`src/rtl/fcvt_pkg.sv`:
```
package fcvt_pkg;
    localparam int SP_W   = 32;
    localparam int EXP_W  = 8;
    localparam int FRAC_W = 23;
    localparam int BIAS   = 127;
    localparam int INT_W  = 64;
    localparam int SIG_W  = FRAC_W + 1;
    localparam int EXPU_W = EXP_W + 2;
    localparam int SH_W   = $clog2(INT_W);

    typedef enum logic [2:0] {
        CL_ZERO,
        CL_DENORM,
        CL_NORMAL,
        CL_INF,
        CL_QNAN,
        CL_SNAN
    } fp_class_e;

    typedef struct packed {
        logic [INT_W-1:0] val;
        logic             inv;
        logic             snan;
        logic             inexact;
        logic             trap;
    } lane_out_t;
endpackage

```
`src/rtl/fcvt_classify.sv`:
```
module fcvt_classify
    import fcvt_pkg::*;
(
    input  logic [SP_W-1:0]          word,
    output fp_class_e                cls,
    output logic                     sign,
    output logic signed [EXPU_W-1:0] exp_unb,
    output logic [SIG_W-1:0]         sig
);
    logic [EXP_W-1:0]  exp_f;
    logic [FRAC_W-1:0] frac_f;

    assign sign   = word[SP_W-1];
    assign exp_f  = word[SP_W-2 -: EXP_W];
    assign frac_f = word[FRAC_W-1:0];

    // Unbiased exponent; meaningful only for normal inputs.
    assign exp_unb = $signed({2'b00, exp_f}) - $signed(EXPU_W'(BIAS));
    assign sig     = {1'b1, frac_f};

    always_comb begin
        if (exp_f == '1) begin
            if (frac_f == '0)          cls = CL_INF;
            else if (frac_f[FRAC_W-1]) cls = CL_QNAN;
            else                       cls = CL_SNAN;
        end else if (exp_f == '0) begin
            cls = (frac_f == '0) ? CL_ZERO : CL_DENORM;
        end else begin
            cls = CL_NORMAL;
        end
    end
endmodule

```
`src/rtl/fcvt_align.sv`:
```
module fcvt_align
    import fcvt_pkg::*;
(
    input  logic [SIG_W-1:0] sig,
    input  logic [SH_W-1:0]  shamt,
    output logic [INT_W-1:0] mag,
    output logic             lost
);
    localparam int WIDE_W = INT_W + FRAC_W;

    logic [WIDE_W-1:0] wide;

    // Binary point sits between bits FRAC_W and FRAC_W-1 of the wide value.
    assign wide = {{(WIDE_W-SIG_W){1'b0}}, sig} << shamt;
    assign mag  = wide[WIDE_W-1:FRAC_W];
    assign lost = |wide[FRAC_W-1:0];
endmodule

```
`src/rtl/fcvt_lane.sv`:
```
module fcvt_lane
    import fcvt_pkg::*;
(
    input  logic [SP_W-1:0] word,
    input  logic            en_invalid,
    input  logic            en_inexact,
    output lane_out_t       lane_o
);
    localparam logic signed [EXPU_W-1:0] LIM = EXPU_W'(INT_W);

    fp_class_e                cls;
    logic                     sign;
    logic signed [EXPU_W-1:0] exp_unb;
    logic [SIG_W-1:0]         sig;
    logic [INT_W-1:0]         mag;
    logic                     lost;

    fcvt_classify u_cls (
        .word    (word),
        .cls     (cls),
        .sign    (sign),
        .exp_unb (exp_unb),
        .sig     (sig)
    );

    fcvt_align u_aln (
        .sig   (sig),
        .shamt (exp_unb[SH_W-1:0]),
        .mag   (mag),
        .lost  (lost)
    );

    always_comb begin
        lane_o = '0;
        unique case (cls)
            CL_QNAN: lane_o.inv = 1'b1;
            CL_SNAN: begin
                lane_o.inv  = 1'b1;
                lane_o.snan = 1'b1;
            end
            CL_INF: begin
                lane_o.inv = 1'b1;
                lane_o.val = sign ? '0 : '1;
            end
            CL_ZERO: ;
            CL_DENORM: begin
                lane_o.inexact = 1'b1;
                lane_o.trap    = sign ? en_invalid : en_inexact;
            end
            CL_NORMAL: begin
                if (sign) begin
                    if (exp_unb >= 0) begin
                        lane_o.inv = 1'b1;
                    end else begin
                        lane_o.inexact = 1'b1;
                        lane_o.trap    = en_invalid;
                    end
                end else if (exp_unb >= LIM) begin
                    lane_o.inv = 1'b1;
                    lane_o.val = '1;
                end else if (exp_unb < 0) begin
                    lane_o.inexact = 1'b1;
                    lane_o.trap    = en_inexact;
                end else begin
                    lane_o.val     = mag;
                    lane_o.inexact = lost;
                    lane_o.trap    = lost & en_inexact;
                end
            end
            default: ;
        endcase
    end
endmodule

```
`src/rtl/vcvt_f2u64.sv`:
```
module vcvt_f2u64
    import fcvt_pkg::*;
#(
    parameter int LANES = 2
) (
    input  logic                  clk,
    input  logic                  rst_n,
    input  logic                  issue,
    input  logic [LANES*2*SP_W-1:0] src,
    input  logic                  en_invalid,
    input  logic                  en_inexact,
    output logic [LANES*INT_W-1:0] result,
    output logic                  result_we,
    output logic                  flag_invalid,
    output logic                  flag_snan,
    output logic                  flag_inexact,
    output logic                  trap_req
);
    localparam int RES_W = LANES * INT_W;

    typedef struct packed {
        logic [RES_W-1:0] res;
        logic             we;
        logic             inv;
        logic             snan;
        logic             inx;
        logic             trap;
    } state_t;

    state_t    st_d, st_q;
    lane_out_t lane_o [LANES];

    for (genvar k = 0; k < LANES; k++) begin : g_lane
        // Lane k reads the even word 2k of the source.
        fcvt_lane u_lane (
            .word       (src[(2*k)*SP_W +: SP_W]),
            .en_invalid (en_invalid),
            .en_inexact (en_inexact),
            .lane_o     (lane_o[k])
        );
    end

    always_comb begin
        logic [RES_W-1:0] res_n;
        logic inv_n, snan_n, inx_n, trap_n;
        res_n  = '0;
        inv_n  = 1'b0;
        snan_n = 1'b0;
        inx_n  = 1'b0;
        trap_n = 1'b0;
        for (int k = 0; k < LANES; k++) begin
            res_n[k*INT_W +: INT_W] = lane_o[k].val;
            inv_n  |= lane_o[k].inv;
            snan_n |= lane_o[k].snan;
            inx_n  |= lane_o[k].inexact;
            trap_n |= lane_o[k].trap;
        end
        st_d      = st_q;
        st_d.we   = 1'b0;
        st_d.inv  = 1'b0;
        st_d.snan = 1'b0;
        st_d.inx  = 1'b0;
        st_d.trap = 1'b0;
        if (issue) begin
            st_d.inv  = inv_n;
            st_d.snan = snan_n;
            st_d.inx  = inx_n;
            st_d.trap = trap_n;
            st_d.we   = ~trap_n;
            if (!trap_n) st_d.res = res_n;
        end
    end

    always_ff @(posedge clk) begin
        if (!rst_n) st_q <= '0;
        else        st_q <= st_d;
    end

    assign result       = st_q.res;
    assign result_we    = st_q.we;
    assign flag_invalid = st_q.inv;
    assign flag_snan    = st_q.snan;
    assign flag_inexact = st_q.inx;
    assign trap_req     = st_q.trap;
endmodule

```
`config.mk`:
```
export PLATFORM = sky130hd
export DESIGN_NAME = vcvt_f2u64
export DESIGN_NICKNAME = d
export VERILOG_FILES = /design/src/rtl/fcvt_pkg.sv /design/src/rtl/fcvt_classify.sv /design/src/rtl/fcvt_align.sv /design/src/rtl/fcvt_lane.sv /design/src/rtl/vcvt_f2u64.sv
export SDC_FILE = /design/constraint.sdc
export NUM_CORES = 1
export LEC_CHECK = 0
export BUFFER_PORTS_ARGS = -buffer_cell sky130_fd_sc_hd__buf_2
export CORE_MARGIN = 2
export CORE_UTILIZATION = 35
export CTS_CLUSTER_SIZE = 30
export DETAILED_ROUTE_END_ITERATION = 8
export PLACE_DENSITY = 0.55
export SYNTH_ARGS = -nofsm -noshare
export SYNTH_HDL_FRONTEND = slang
export SYNTH_SLANG_ARGS = --single-unit
```
`constraint.sdc`:
```
create_clock -name clk -period 6 [get_ports clk]
set_input_delay 1.2 -clock clk [delete_from_list [all_inputs] [get_ports clk]]
set_output_delay 1.2 -clock clk [all_outputs]
set_load 0.005 [all_outputs]
```
==> load_flow_metrics.sql <==
INSERT INTO impl_metrics (metric_group, metric, value, unit) VALUES
('outcome', 'status', 'complete, no violations', ''),
('setup_path', 'timing.critical_path.mode_cell', 'nand2_1', ''),
('cts', 'h-tree-depth', '4', ''),
('setup_path', 'worstSetupStartpointType', 'primary input', ''),
('sta', 'grt_setup_unrepaired', 'no', ''),
('cts', 'cts.reportedPaths.clkPinSlew', '0.06', 'ns'),
('final_layout', 'syn2layout_area_growth', '19.4', '%'),
('global_routing', 'globalRouteOverflowTotal', '0', ''),
('sta', 'setup_total_negative_slack', '0', 'ns'),
('power_and_ir_drop', 'seq_power_share', '31.3', '%'),
('placement', 'gpl.final_weighted_congestion', '0.982', ''),
('setup_path', 'critical_path.endpoint_type', 'flop', ''),
('final_layout', 'fin_cells', '1735', ''),
('logic_synthesis', 'yosysWarningCount', '0', ''),
('route', 'avgViaCountPerCell', '5.99', ''),
('sta', 'timing.slew.headroom', '24.0', '%'),
('power_and_ir_drop', 'power_switching_share', '38.0', '%'),
('cts', 'cts_setup_buffers', '0', ''),
('power_and_ir_drop', 'cellInternalPower', '1850', 'uW'),
('sta', 'finalMaxSlewViolations', '0', ''),
('sta', 'hold-worst-slack', '0.455', 'ns'),
('logic_synthesis', 'synth_top_cells_by_area', 'dfxtp_1, mux4_2, a22o_1', ''),
('sta', 'fmaxAchievable', '194', 'MHz'),
('sta', 'timing_worst_slew_pin_value', '1.14', 'ns'),
('sta', 'period_needed', '5.16', 'ns'),
('power_and_ir_drop', 'switchingPower', '1140', 'uW'),
('global_routing', 'antenna_violations_before_repair', '4', ''),
('cts', 'ctsRootBufferMaster', 'clkbuf_16', ''),
('placement', 'dp_cells', '1701', ''),
('floorplan', 'chipHeight', '172', 'um'),
('floorplan', 'die_x', '172', 'um'),
('logic_synthesis', 'synth.yosys.seq_area_share', '27.1', '%'),
('logic_synthesis', 'synth_edf_count', '0', ''),
('setup_path', 'worstPathBufferInverterCount', '3', ''),
('final_layout', 'post_route_cells_drive_above_1_share', '26.3', '%'),
('setup_path', 'crit_path_cells', 'buf_2 > inv_1 > ha_1 > mux4_2 > nand2_1 > nand3b_1 > o41ai_1 > a41oi_1 > nand2_1 > o221a_2 > o211ai_4 > a22o_4 > buf_4 > a22o_1', ''),
('global_routing', 'grt_first_pass_wirelength', '56000', 'um'),
('route', 'antenna_violating_nets_post_route', '0', ''),
('sta', 'final_cycle_share', '86.0', '%'),
('logic_synthesis', 'synthesis.instances', '1195', ''),
('logic_synthesis', 'synth_area_leader_cell', 'dfxtp_1', ''),
('cts', 'insertion_delay', '0.42', 'ns'),
('placement', 'detailedPlacementHpwl', '27700', 'um'),
('cts', 'cts_tree', 'done', ''),
('setup_path', 'required', '6.31', 'ns'),
('setup_path', 'cpPeakStageDelay', '0.75', 'ns'),
('placement', 'buffer_ports.inserted', '201', ''),
('route', 'finalWirelength', '37200', 'um'),
('sta', 'setup_viol_count_final', '0', ''),
('logic_synthesis', 'total_nets_after_synthesis', '1334', ''),
('setup_path', 'timing.setup.critical_path_class', 'in -> reg', ''),
('cts', 'post_cts_resized', '0', ''),
('global_routing', 'number_of_global_route_vias_before_repair', '9281', ''),
('floorplan', 'core_region_area', '27700', 'um^2'),
('final_layout', 'multi_input_area', '6640', 'um^2'),
('hold_path', 'worst_hold_path_type', 'reg -> reg', ''),
('global_routing', 'grt_usage', '24.5', '%'),
('route', 'drtIter0Drc', '1282', ''),
('placement', 'preCtsSetupSlack', '0.470', 'ns'),
('logic_synthesis', 'mean_instance_size_in_the_synthesized_netlist', '8.23', 'um^2'),
('final_layout', 'sequential_cell_area', '2660', 'um^2'),
('floorplan', 'floorplan.initialDensity', '35.5', '%'),
('route', 'drcViolationCount', '0', ''),
('power_and_ir_drop', 'p_leak', '0.00497', 'uW'),
('logic_synthesis', 'synth_largest_type_area_fraction', '27.1', '%'),
('sta', 'setup_ws', '0.841', 'ns'),
('sta', 'final-hold-violation-count', '0', ''),
('floorplan', 'dieArea', '29500', 'um^2'),
('floorplan', 'std_cell_rows', '61', ''),
('power_and_ir_drop', 'cellPowerDensity', '255', 'nW/um^2'),
('cts', 'clock_tree.buffer_depth', '2', '');
sequential cells by signal (all words and copies together) (netlist names):
signal / cells
result: 128
flag_inexact: 1
flag_invalid: 1
flag_snan: 1
result_we: 1
trap_req: 1
layout by cell type, fill, tap and decap left out, types with 6 or more instances in the layout:
master and count:
buf_2 201, nand2_1 140, dfxtp_1 133, o21ai_0 116, a21oi_1 99, nor2_1 96, a22o_1 94, mux2i_1 45
mux4_2 40, o2bb2ai_1 37, buf_4 33, nand3_1 24, nor3_1 22, mux2_2 19, a31oi_1 18, clkbuf_16 17
inv_1 16, o22ai_1 12, nand4_1 10, nor4_1 10, a221oi_1 8, a22oi_1 8, and3_1 7, a211oi_1 7
xnor2_2 6, and2_1 6, o211ai_1 6, o31ai_1 6, ha_1 6
stage by stage:
stage / util (%) / area [um^2]
6_report: 42.4 / 11700
5_1_grt: 42.4 / 11700
2_1_floorplan: - / 9840
4_1_cts: 42.4 / 11700
3_5_place_dp: 40.3 / 11200
3_3_place_gp: 40.3 / 11200
layer usage:
| layer | vias up | part of all wire (%) | global-route usage (%) |
|---|---|---|---|
| met4 | 4 | 2.0 | 7.26 |
| met5 | - | 0.056 | 0 |
| met3 | 56 | 9.7 | 5.68 |
| met2 | 545 | 40 | 33.0 |
| met1 | 4917 | 48 | 38.0 |
| li1 | 4873 | - | - |
path summary, 6_finish.rpt:
kind / to / start / slack, ns
max: result[19] / src[24] / 0.84
min: result[112] / result[112] / 0.45
min reg2reg: result[112] / result[112] / 0.45
max reg2reg: result[107] / result[107] / 5.35
cell usage after synthesis (16+ instances only):
cell / number
clkbuf_1: 49
nor2_1: 96
a21oi_1: 99
a31oi_1: 18
o21ai_0: 116
inv_1: 16
o2bb2ai_1: 37
nand2_1: 140
nor3_1: 22
dfxtp_1: 133
nand3_1: 24
mux2_2: 19
mux4_2: 40
a22o_1: 95
mux2i_1: 45
buf_2: 29
cell families (layout without fill, tap and decap cells):
logic type	Yosys count	after routing	share of synthesized area (%)
DFF	133	133	27.1
adders and majority gates	6	6	0.763
other	0	2	0
muxes	105	105	16.0
xor gates and xnor gates	18	18	1.87
buffers and inverters	126	286	6.40
and+or+nand+nor	339	339	15.3
AOI/OAI and AO/OA	468	468	32.6
final cells by class:
cell class	instances	area share (%)
timing repair buffer	237	11.2
tap	378	4.03
clock inverter	15	1.41
multi-input combinational	936	56.5
clock buffer	17	3.62
antenna	2	0.0426
inverter	17	0.543
sequential	133	22.7
power by group through the flow:
stage	Sequential [uW]	Combinational, uW	Clock, uW
6_report	938	970	1080
4_1_cts	938	941	1100
3_5_place_dp	957	937	0
3_3_place_gp	957	933	0
5_1_grt	941	1040	1130
2_1_floorplan	956	630	0
(Power assumes the default switching activity.)
